File: config.mk
export PLATFORM = sky130hd
export DESIGN_NAME = ssp_framer
export DESIGN_NICKNAME = d
export VERILOG_FILES = /design/src/rtl/ssp_framer.sv
export SDC_FILE = /design/constraint.sdc
export NUM_CORES = 1
export LEC_CHECK = 0
export BUFFER_PORTS_ARGS = -buffer_cell sky130_fd_sc_hd__buf_4
export CAP_MARGIN = 5
export CORE_ASPECT_RATIO = 1.75
export CORE_MARGIN = 10
export CORE_UTILIZATION = 57
export CTS_CLUSTER_DIAMETER = 150
export DETAILED_ROUTE_END_ITERATION = 8
export PLACE_DENSITY = 0.86
export SLEW_MARGIN = 20
export SYNTH_ARGS = -nofsm -noshare
export SYNTH_HDL_FRONTEND = slang
export SYNTH_SLANG_ARGS = --single-unit
File: constraint.sdc
create_clock -name clk -period 11.6 [get_ports clk]
set_input_delay 1.16 -clock clk [delete_from_list [all_inputs] [get_ports clk]]
set_output_delay 1.16 -clock clk [all_outputs]
set_load 0.005 [all_outputs]
File: src/rtl/ssp_framer.sv
module ssp_framer #(
  parameter int MAX_W = 32,
  parameter int SLOTS = 8
) (
  input  logic             clk,
  input  logic             rst_n,
  input  logic             en,
  input  logic             net_mode,
  input  logic [1:0]       clk_mode,
  input  logic             fs_pol,
  input  logic             fs_rel,
  input  logic             eot_hold,
  input  logic [2:0]       start_dly,
  input  logic [6:0]       fs_dly,
  input  logic [5:0]       fs_wid,
  input  logic [1:0]       stop_lo,
  input  logic [2:0]       stop_hi,
  input  logic [4:0]       word_sz,
  input  logic             slot_en,
  input  logic [SLOTS-1:0] slot_mask,
  input  logic [MAX_W-1:0] tx_data,
  input  logic             tx_valid,
  output logic             tx_ready,
  output logic [MAX_W-1:0] rx_data,
  output logic             rx_valid,
  input  logic             rx_ready,
  input  logic             sdi,
  output logic             sclk,
  output logic             fsync,
  output logic             sdo,
  output logic             sdo_oe,
  output logic             underrun,
  output logic             overrun
);
  localparam int WB  = $clog2(MAX_W);
  localparam int SB  = $clog2(SLOTS);
  localparam int FHW = $clog2(2*MAX_W*SLOTS + 2*31 + 8) + 1;

  typedef enum logic [1:0] {S_OFF, S_START, S_RUN} st_t;

  st_t              st;
  logic [3:0]       sd_cnt;
  logic [FHW-1:0]   fhc;
  logic             half;
  logic [WB-1:0]    bit_ix;
  logic [SB-1:0]    slot;
  logic [MAX_W-1:0] tx_sh, rx_sh;
  logic             last_bit, slot_on;

  logic [FHW-1:0] bits_f, nsl_f, ldata, flen, wid2, dly_f;
  logic [WB-1:0]  sh_amt;
  logic [SB-1:0]  nxt_slot;
  logic           in_data, word_end, frame_end, go, last_slot, load_now, nxt_on;
  logic           fs_on;

  assign bits_f    = FHW'(word_sz[WB-1:0]) + FHW'(1);
  assign nsl_f     = net_mode ? FHW'(SLOTS) : FHW'(1);
  assign ldata     = (bits_f * nsl_f) << 1;
  assign flen      = ldata + (FHW'({stop_hi, stop_lo}) << 1);
  assign wid2      = FHW'(fs_wid) << 1;
  assign dly_f     = FHW'(fs_dly);
  assign sh_amt    = WB'(MAX_W-1) - word_sz[WB-1:0];

  assign in_data   = (st == S_RUN) && (fhc < ldata);
  assign word_end  = in_data && half && (bit_ix == word_sz[WB-1:0]);
  assign frame_end = (st == S_RUN) && (fhc == flen - FHW'(1));
  assign go        = (st == S_START) && (sd_cnt == 4'd0);
  assign last_slot = net_mode ? (slot == SB'(SLOTS-1)) : 1'b1;
  assign load_now  = go || frame_end || (word_end && !last_slot);
  assign nxt_slot  = (go || frame_end) ? '0 : slot + SB'(1);
  assign nxt_on    = !(net_mode && slot_en) || slot_mask[nxt_slot];
  assign tx_ready  = load_now && nxt_on;

  always_comb begin
    fs_on = 1'b0;
    if (fs_wid != 6'd0) begin
      if (fs_rel)
        fs_on = ((st == S_START) && (sd_cnt <= 4'd1)) ||
                ((st == S_RUN) && ((fhc + FHW'(2) >= flen) || (fhc + FHW'(2) < wid2)));
      else
        fs_on = (st == S_RUN) && (fhc >= dly_f) && (fhc < dly_f + wid2);
    end
  end

  assign sclk     = (st == S_RUN) ? (half ^ (clk_mode[0] ^ clk_mode[1])) : clk_mode[1];
  assign fsync    = fs_on ? fs_pol : ~fs_pol;
  assign sdo      = in_data ? tx_sh[MAX_W-1] : (eot_hold & last_bit);
  assign sdo_oe   = !in_data || slot_on;
  assign rx_valid = rx_valid_q;
  assign rx_data  = rx_data_q;
  assign underrun = underrun_q;
  assign overrun  = overrun_q;

  logic             rx_valid_q, underrun_q, overrun_q;
  logic [MAX_W-1:0] rx_data_q;

  always_ff @(posedge clk or negedge rst_n) begin
    if (!rst_n) begin
      st <= S_OFF; sd_cnt <= '0; fhc <= '0; half <= 1'b0; bit_ix <= '0; slot <= '0;
      tx_sh <= '0; rx_sh <= '0; last_bit <= 1'b0; slot_on <= 1'b1;
      rx_valid_q <= 1'b0; rx_data_q <= '0; underrun_q <= 1'b0; overrun_q <= 1'b0;
    end else if (!en) begin
      st <= S_OFF; sd_cnt <= '0; fhc <= '0; half <= 1'b0; bit_ix <= '0; slot <= '0;
      tx_sh <= '0; rx_sh <= '0; last_bit <= 1'b0; slot_on <= 1'b1;
      rx_valid_q <= 1'b0; underrun_q <= 1'b0; overrun_q <= 1'b0;
    end else begin
      case (st)
        S_OFF: begin
          st <= S_START;
          sd_cnt <= {start_dly, 1'b0};
        end
        S_START: if (go) st <= S_RUN; else sd_cnt <= sd_cnt - 4'd1;
        default: begin
          half <= ~half;
          fhc  <= frame_end ? '0 : fhc + FHW'(1);
          if (frame_end || word_end) bit_ix <= '0;
          else if (in_data && half) bit_ix <= bit_ix + WB'(1);
          if (frame_end) slot <= '0;
          else if (word_end && !last_slot) slot <= slot + SB'(1);
        end
      endcase

      if (in_data && half) last_bit <= tx_sh[MAX_W-1];
      if (load_now) begin
        slot_on <= nxt_on;
        tx_sh   <= (nxt_on && tx_valid) ? (tx_data << sh_amt) : '0;
        if (nxt_on && !tx_valid) underrun_q <= 1'b1;
      end else if (in_data && half) begin
        tx_sh <= tx_sh << 1;
      end

      if (in_data && !half) rx_sh <= {rx_sh[MAX_W-2:0], sdi};
      rx_valid_q <= word_end;
      if (word_end) rx_data_q <= rx_sh & ({MAX_W{1'b1}} >> sh_amt);
      if (rx_valid_q && !rx_ready) overrun_q <= 1'b1;
    end
  end

  p_idle_when_off_r1: assert property (@(posedge clk) disable iff (!rst_n)
    !en |=> (sclk == clk_mode[1]) && (fsync == ~fs_pol) && !underrun && !overrun);
  p_sclk_toggles_r2: assert property (@(posedge clk) disable iff (!rst_n)
    (en && st == S_RUN) |=> (sclk != $past(sclk)));
  p_rx_pulse_r4: assert property (@(posedge clk) disable iff (!rst_n)
    rx_valid |=> !rx_valid);
  p_oe_only_masked_r9: assert property (@(posedge clk) disable iff (!rst_n)
    !sdo_oe |-> (net_mode && slot_en));
  p_underrun_sticky_r10: assert property (@(posedge clk) disable iff (!rst_n)
    (en && underrun) |=> underrun);
  p_overrun_sticky_r11: assert property (@(posedge clk) disable iff (!rst_n)
    (en && overrun) |=> overrun);
endmodule

Word-level counts from Yosys, hierarchy flattened
Index checks and enable logic that the tools add are counted.
Storage, ports and cells
  bits in registers: 127
  bits in latches: 0
  RAM bits: 0
  memory bits (read-only): 0
  input port bits: 79
  output and inout port bits: 40
  logic and storage cells: 141
  memories kept: 0
Cells by class
  add/subtract/negate cells: 10
  multiply operators: 1
  divide/modulo/power cells: 0
  $lt $le $gt $ge: 7
  eq/ne operators: 17
  shifts and indexed selects: 2
  muxes and demuxes: 45
  bitwise operators: 6
  reductions and logical operators: 39
Operator list (number)
  32-bit 2-to-1 mux: 6
  11-bit 2-to-1 mux: 3
  32-bit bitwise AND: 1
  32-bit by 5-bit << shifter with 32-bit output: 1
  32-bit by 5-bit >> shifter with 32-bit output (first input constant): 1
  5-bit 2-to-1 mux: 4
  1-bit 2-to-1 mux: 19
  1-bit logical AND: 16
  3-bit 2-to-1 mux: 5
  4-bit 2-to-1 mux: 3
  3-bit by 1-bit inequality test with 1-bit output (second input constant): 4
  2-bit AND reduction: 6
  11-bit by 1-bit adder with 11-bit output (second input constant): 1
  11-bit by 2-bit adder with 11-bit output (second input constant): 1
  11-bit by 6-bit adder with 11-bit output: 1
  11-bit == test: 1
  11-bit >= comparator: 1
  11-bit by 7-bit >= comparator with 1-bit output: 1
  11-bit less-than comparator: 1
  11-bit by 7-bit less-than comparator with 1-bit output: 1
  11-bit by 8-bit less-than comparator with 1-bit output: 1
  11-bit by 1-bit subtractor with 11-bit output (second input constant): 1
  6-bit by 4-bit multiplier with 10-bit output: 1
  2-bit by 1-bit inequality test with 1-bit output (second input constant): 5
  other kinds (27): 42

Longest topological paths before layout
  depth after elaboration: 15
  mapped depth: 24
  depth with buffers taken out: 20

Least setup slack after synthesis
OpenSTA, ideal clock, no wires.
  path type: in2out
  from: input port word_sz[0]
  to: output port tx_ready
  arrival: 5560 ps
  required time: 10440 ps
  setup slack: 4880 ps
  stages: 20
  buffers on the path: 4
  cell sequence: clkbuf_1 buf_1 clkbuf_1 inv_1 ha_1 nor2_1 a21oi_1 ha_1 ha_1 or3_1 a221oi_1 a21oi_1 nor4_1 xnor3_1 nor4_2 a31oi_2 a211o_1 buf_4 nand2_1 inv_1
On the way
  longest elaborated chain between the ends: 12
  elaborated cells on any way between the ends: 19
  classes of those cells: add/sub (3); mul (1); order compare (1); eq/ne (2); mux (3); reduce/logical (9)
Ends and longest elaborated chain
  start, declared: RTL line 18  | input logic [4:0] word_sz,
  5-bit by 1-bit adder with 6-bit output: RTL line 56  | assign bits_f = FHW'(word_sz[WB-1:0]) + FHW'(1);
  6-bit by 4-bit multiplier with 10-bit output: RTL line 58  | assign ldata = (bits_f * nsl_f) << 1;
  11-bit by 6-bit adder with 11-bit output: RTL line 59  | assign flen = ldata + (FHW'({stop_hi, stop_lo}) << 1);
  11-bit by 1-bit subtractor with 11-bit output: RTL line 66  | assign frame_end = (st == S_RUN) && (fhc == flen - FHW'(1));
  11-bit == test: RTL line 66
  1-bit logical AND: RTL line 66
  1-bit logical OR: RTL line 69, 70
  3-bit 2-to-1 mux: RTL line 70  | assign nxt_slot = (go || frame_end) ? '0 : slot + SB'(1);
  1-bit binary-select mux with 3-bit select: RTL line 71  | assign nxt_on = !(net_mode && slot_en) || slot_mask[nxt_slot];
  1-bit 2-to-1 mux (implied by the code): RTL line 71
  1-bit logical OR: RTL line 71
  1-bit logical AND *: RTL line 72  | assign tx_ready = load_now && nxt_on;
  end, declared: RTL line 23  | output logic tx_ready,
Every way passes the cells marked *; elsewhere a longest branch is shown, timed or not. The select of a mux whose other input is x is not followed.

Worst setup path in the final report
  from: input port word_sz[2]
  to: output port tx_ready
Same word-level chain as after synthesis.

==> run_results.csv <==
group,metric,value,unit
routing,met1_length,9860,µm
routing,routed-wl-met2,15000,µm
worst_setup_path,timing_worst_setup_path_type,"in -> out",
die,die_w,118,µm
timing,slew_viol_final,0,
synthesis,synth.avg_cell_area,8.19,µm²
final_layout,fillerInstances,1396,
placed_design,dp.cells,1440,
synthesis,sequential_to_total_area_share_from_yosys_stat,0.332,
grt,first_global_vias,9059,
synthesis,netlist_area,9570,µm²
synthesis,synthDominantCellAreaShare,0.329,
timing,final.min_clock_period,7530,ps
final_layout,diode_insertion_count_for_antenna_repair,0,
timing,worst_hold_slack,480,ps
worst_setup_path,start_kind,"primary input",
cts,num_cts_buffers,17,
synthesis,synth_top_cell_by_area,"sky130_fd_sc_hd__dfrtp_1",
synthesis,ys_dominant_reg_cell,"sky130_fd_sc_hd__dfrtp_1",
timing,grt_setup_unrepaired,"false",
timing,worst_slew_pin_slew,1180,ps
worst_hold_path,hp-class,"reg -> reg",
synthesis,netlist-cell-type-count,75,
routing,routed_vias_inst,6.07,
cts,cts.sink_count,127,
cts,cts_htree_levels,4,
grt,grt.total_usage,0.245,
synthesis,synthCells,1169,
grt,sum_of_overflow_across_all_layers_after_global_routing,0,
die,floorplan.core_area,16400,µm²
grt,antenna_found_initial,0,
routing,remaining_drc_errors,0,
final_layout,multi_input_area,5880,µm²
placed_design,io_buffer_count,118,
synthesis,synth-edff-count,0,
cts,cts_hold_repair.buffers,0,
routing,total_length_of_routed_met3_wires,1460,µm
timing,hold_viol_final,0,
timing,aggregate_negative_setup_slack,0,ps
worst_setup_path,required,10440,ps
cts,cts_tree,"built",
pwr,p_leak,5.09,nW
routing,dr_total_vias,8934,
timing,worst_clock_skew,7.51,ps
cts,cts-root-buf,"sky130_fd_sc_hd__clkbuf_16",
cts,clk_pin_slew_worst_paths,60,ps
cts,clockBufferDepth,2,
die,floorplan.io_pins,119,
cts,cts.repair_timing.setup_buffer_count,0,
worst_setup_path,kind_of_capture_point_of_the_worst_setup_path,"output pin",
placed_design,dp_hpwl,20700,µm
routing,routed_wire_length_per_instance,18.9,µm
worst_setup_path,worst_ep_arrival_time,6370,ps
synthesis,ys.warnings.count,0,
routing,drt-pass1-iter-count,6,
placed_design,placed_area,10400,µm²
routing,ant_nets,0,
die,die-area,22600,µm²
synthesis,ys_seq_elements,127,
timing,finalSetupViolCount,0,
cts,worst_skew_pair.late_latency,440,ps
die,rows,62,
grt,grt_pass1_wl,44600,µm
cts,post_cts_resized,0,
final_layout,seq_area,3180,µm²
final_layout,instances_no_fill,1472,
run_status,status,"completed",
routing,drt_iter0_drc,729,
routing,top_routing_layer_used,"met4",
final_layout,nNetsFinal,1381,
final_layout,postLayoutCellArea,11100,µm²
job,maxCapViolCount,0,
worst_setup_path,critical_path.max_fanout,49,
placed_design,final_gp_congestion,0.936,
routing,total_length_of_routed_wires,27900,µm
timing,maxClockFrequency,133,MHz
final_layout,share_of_cells_above_drive_strength_1,0.154,
grt,grt_max_degree,68,
timing,fin_crit_sh,0.649,
final_layout,flow.area_growth_from_synthesis,15.5,%
synthesis,synthArstFlopShare,1.00,
die,die-height,191,µm
synthesis,synthTopCellsByArea,"sky130_fd_sc_hd__dfrtp_1 (33%), sky130_fd_sc_hd__ha_1 (8.4%), sky130_fd_sc_hd__nand2_1 (7.9%)",
pwr,ir_worst_vdd,95.3,µV
pwr,power.density,144,nW/µm²
die,start_util,0.582,
timing,slew_headroom,0.212,
-- synthesized netlist by cell type, types with 20 or more instances --
cell,count
sky130_fd_sc_hd__o21ai_0,110
sky130_fd_sc_hd__mux2i_1,23
sky130_fd_sc_hd__nand2_1,202
sky130_fd_sc_hd__xnor2_1,29
sky130_fd_sc_hd__nor2_1,83
sky130_fd_sc_hd__dfrtp_1,126
sky130_fd_sc_hd__nand3_1,38
sky130_fd_sc_hd__xor2_1,20
sky130_fd_sc_hd__ha_1,64
sky130_fd_sc_hd__clkbuf_1,48
sky130_fd_sc_hd__inv_1,47
sky130_fd_sc_hd__a21oi_1,110
-- through the flow --
stage | setup slack (ps) | util | total power [mW]
floorplan | 4880 | - | 0.877
global placement | 4230 | 0.634 | 1.00
detailed placement | 4150 | 0.634 | 1.02
CTS | 4130 | 0.672 | 1.59
global route | 3650 | 0.672 | 1.68
finish | 4070 | 0.672 | 1.60
-- cells in the final DEF (no fill, tap or decap), drive strengths merged, types with 31 or more instances in the layout --
cell type,Yosys,final
o21ai,116,116
dfrtp,126,126
buf,28,121
inv,49,49
nand2,202,202
nor2,83,83
nand3,38,38
a21oi,110,110
xnor2,31,31
ha,64,64
-- final cells by class --
class                      instances  share of cell area
inverter                          50              0.0170
timing repair buffer             121              0.0822
clock inverter                     9              0.0143
sequential                       127               0.288
clock buffer                      23              0.0423
tap                              224              0.0253
multi-input combinational        918               0.531
-- final timing paths --
kind,startpoint,endpoint,slack (ps),cells after the start
worst max-delay path,word_sz[2],tx_ready,4070,17
min in group asynchronous,rst_n,rx_data[13],790,1
worst max register to register,fhc[2],tx_sh[25],7760,10
worst min-delay path,rx_data[18],rx_data[18],480,2
max in group asynchronous,rst_n,sd_cnt[1],9450,2
worst min register to register,rx_data[18],rx_data[18],480,2
-- worst max-delay path, cell delays in order --
cell	delay, ps
sky130_fd_sc_hd__buf_4	410
sky130_fd_sc_hd__inv_1	510
sky130_fd_sc_hd__ha_1	460
sky130_fd_sc_hd__nand2_1	60
sky130_fd_sc_hd__o21ai_0	160
sky130_fd_sc_hd__fa_1	560
sky130_fd_sc_hd__or3_1	380
sky130_fd_sc_hd__a221oi_1	280
sky130_fd_sc_hd__a21oi_1	100
sky130_fd_sc_hd__nor4_1	430
sky130_fd_sc_hd__xnor3_1	300
sky130_fd_sc_hd__nor4_2	280
sky130_fd_sc_hd__a31oi_2	220
sky130_fd_sc_hd__a211o_1	560
sky130_fd_sc_hd__nand2_1	240
sky130_fd_sc_hd__inv_1	60
sky130_fd_sc_hd__buf_4	140
-- sequential cells by signal, summed over array words and instances (netlist names), 2 cells and up --
name     flops
tx_sh       32
fhc         11
rx_sh       32
slot         3
bit_ix       5
rx_data     32
sd_cnt       4
st           2
-- per-layer routing --
metal,global-route usage,vias up
li1,-,4226
met1,0.243,4247
met2,0.454,362
met3,0.0526,99
met4,0.153,0
met5,0,-
-- cell families after synthesis --
| family | synth area share |
|---|---|
| and+or+nand+nor | 0.198 |
| AOI/OAI and AO/OA | 0.202 |
| DFF | 0.332 |
| buffers and inverters | 0.0558 |
| adders and majority gates | 0.0899 |
| xor gates and xnor gates | 0.0578 |
| muxes | 0.0640 |
| other | 0.000392 |
-- power breakdown --
part | total [mW] | leakage, nW | switching [mW] | internal (mW)
logic | 0.471 | 3.05 | 0.292 | 0.179
registers | 0.555 | 1.75 | 0.0550 | 0.500
clock network | 0.572 | 0.298 | 0.201 | 0.371
total | 1.60 | 5.09 | 0.548 | 1.05
No activity file was read; power rests on OpenSTA's default activity.
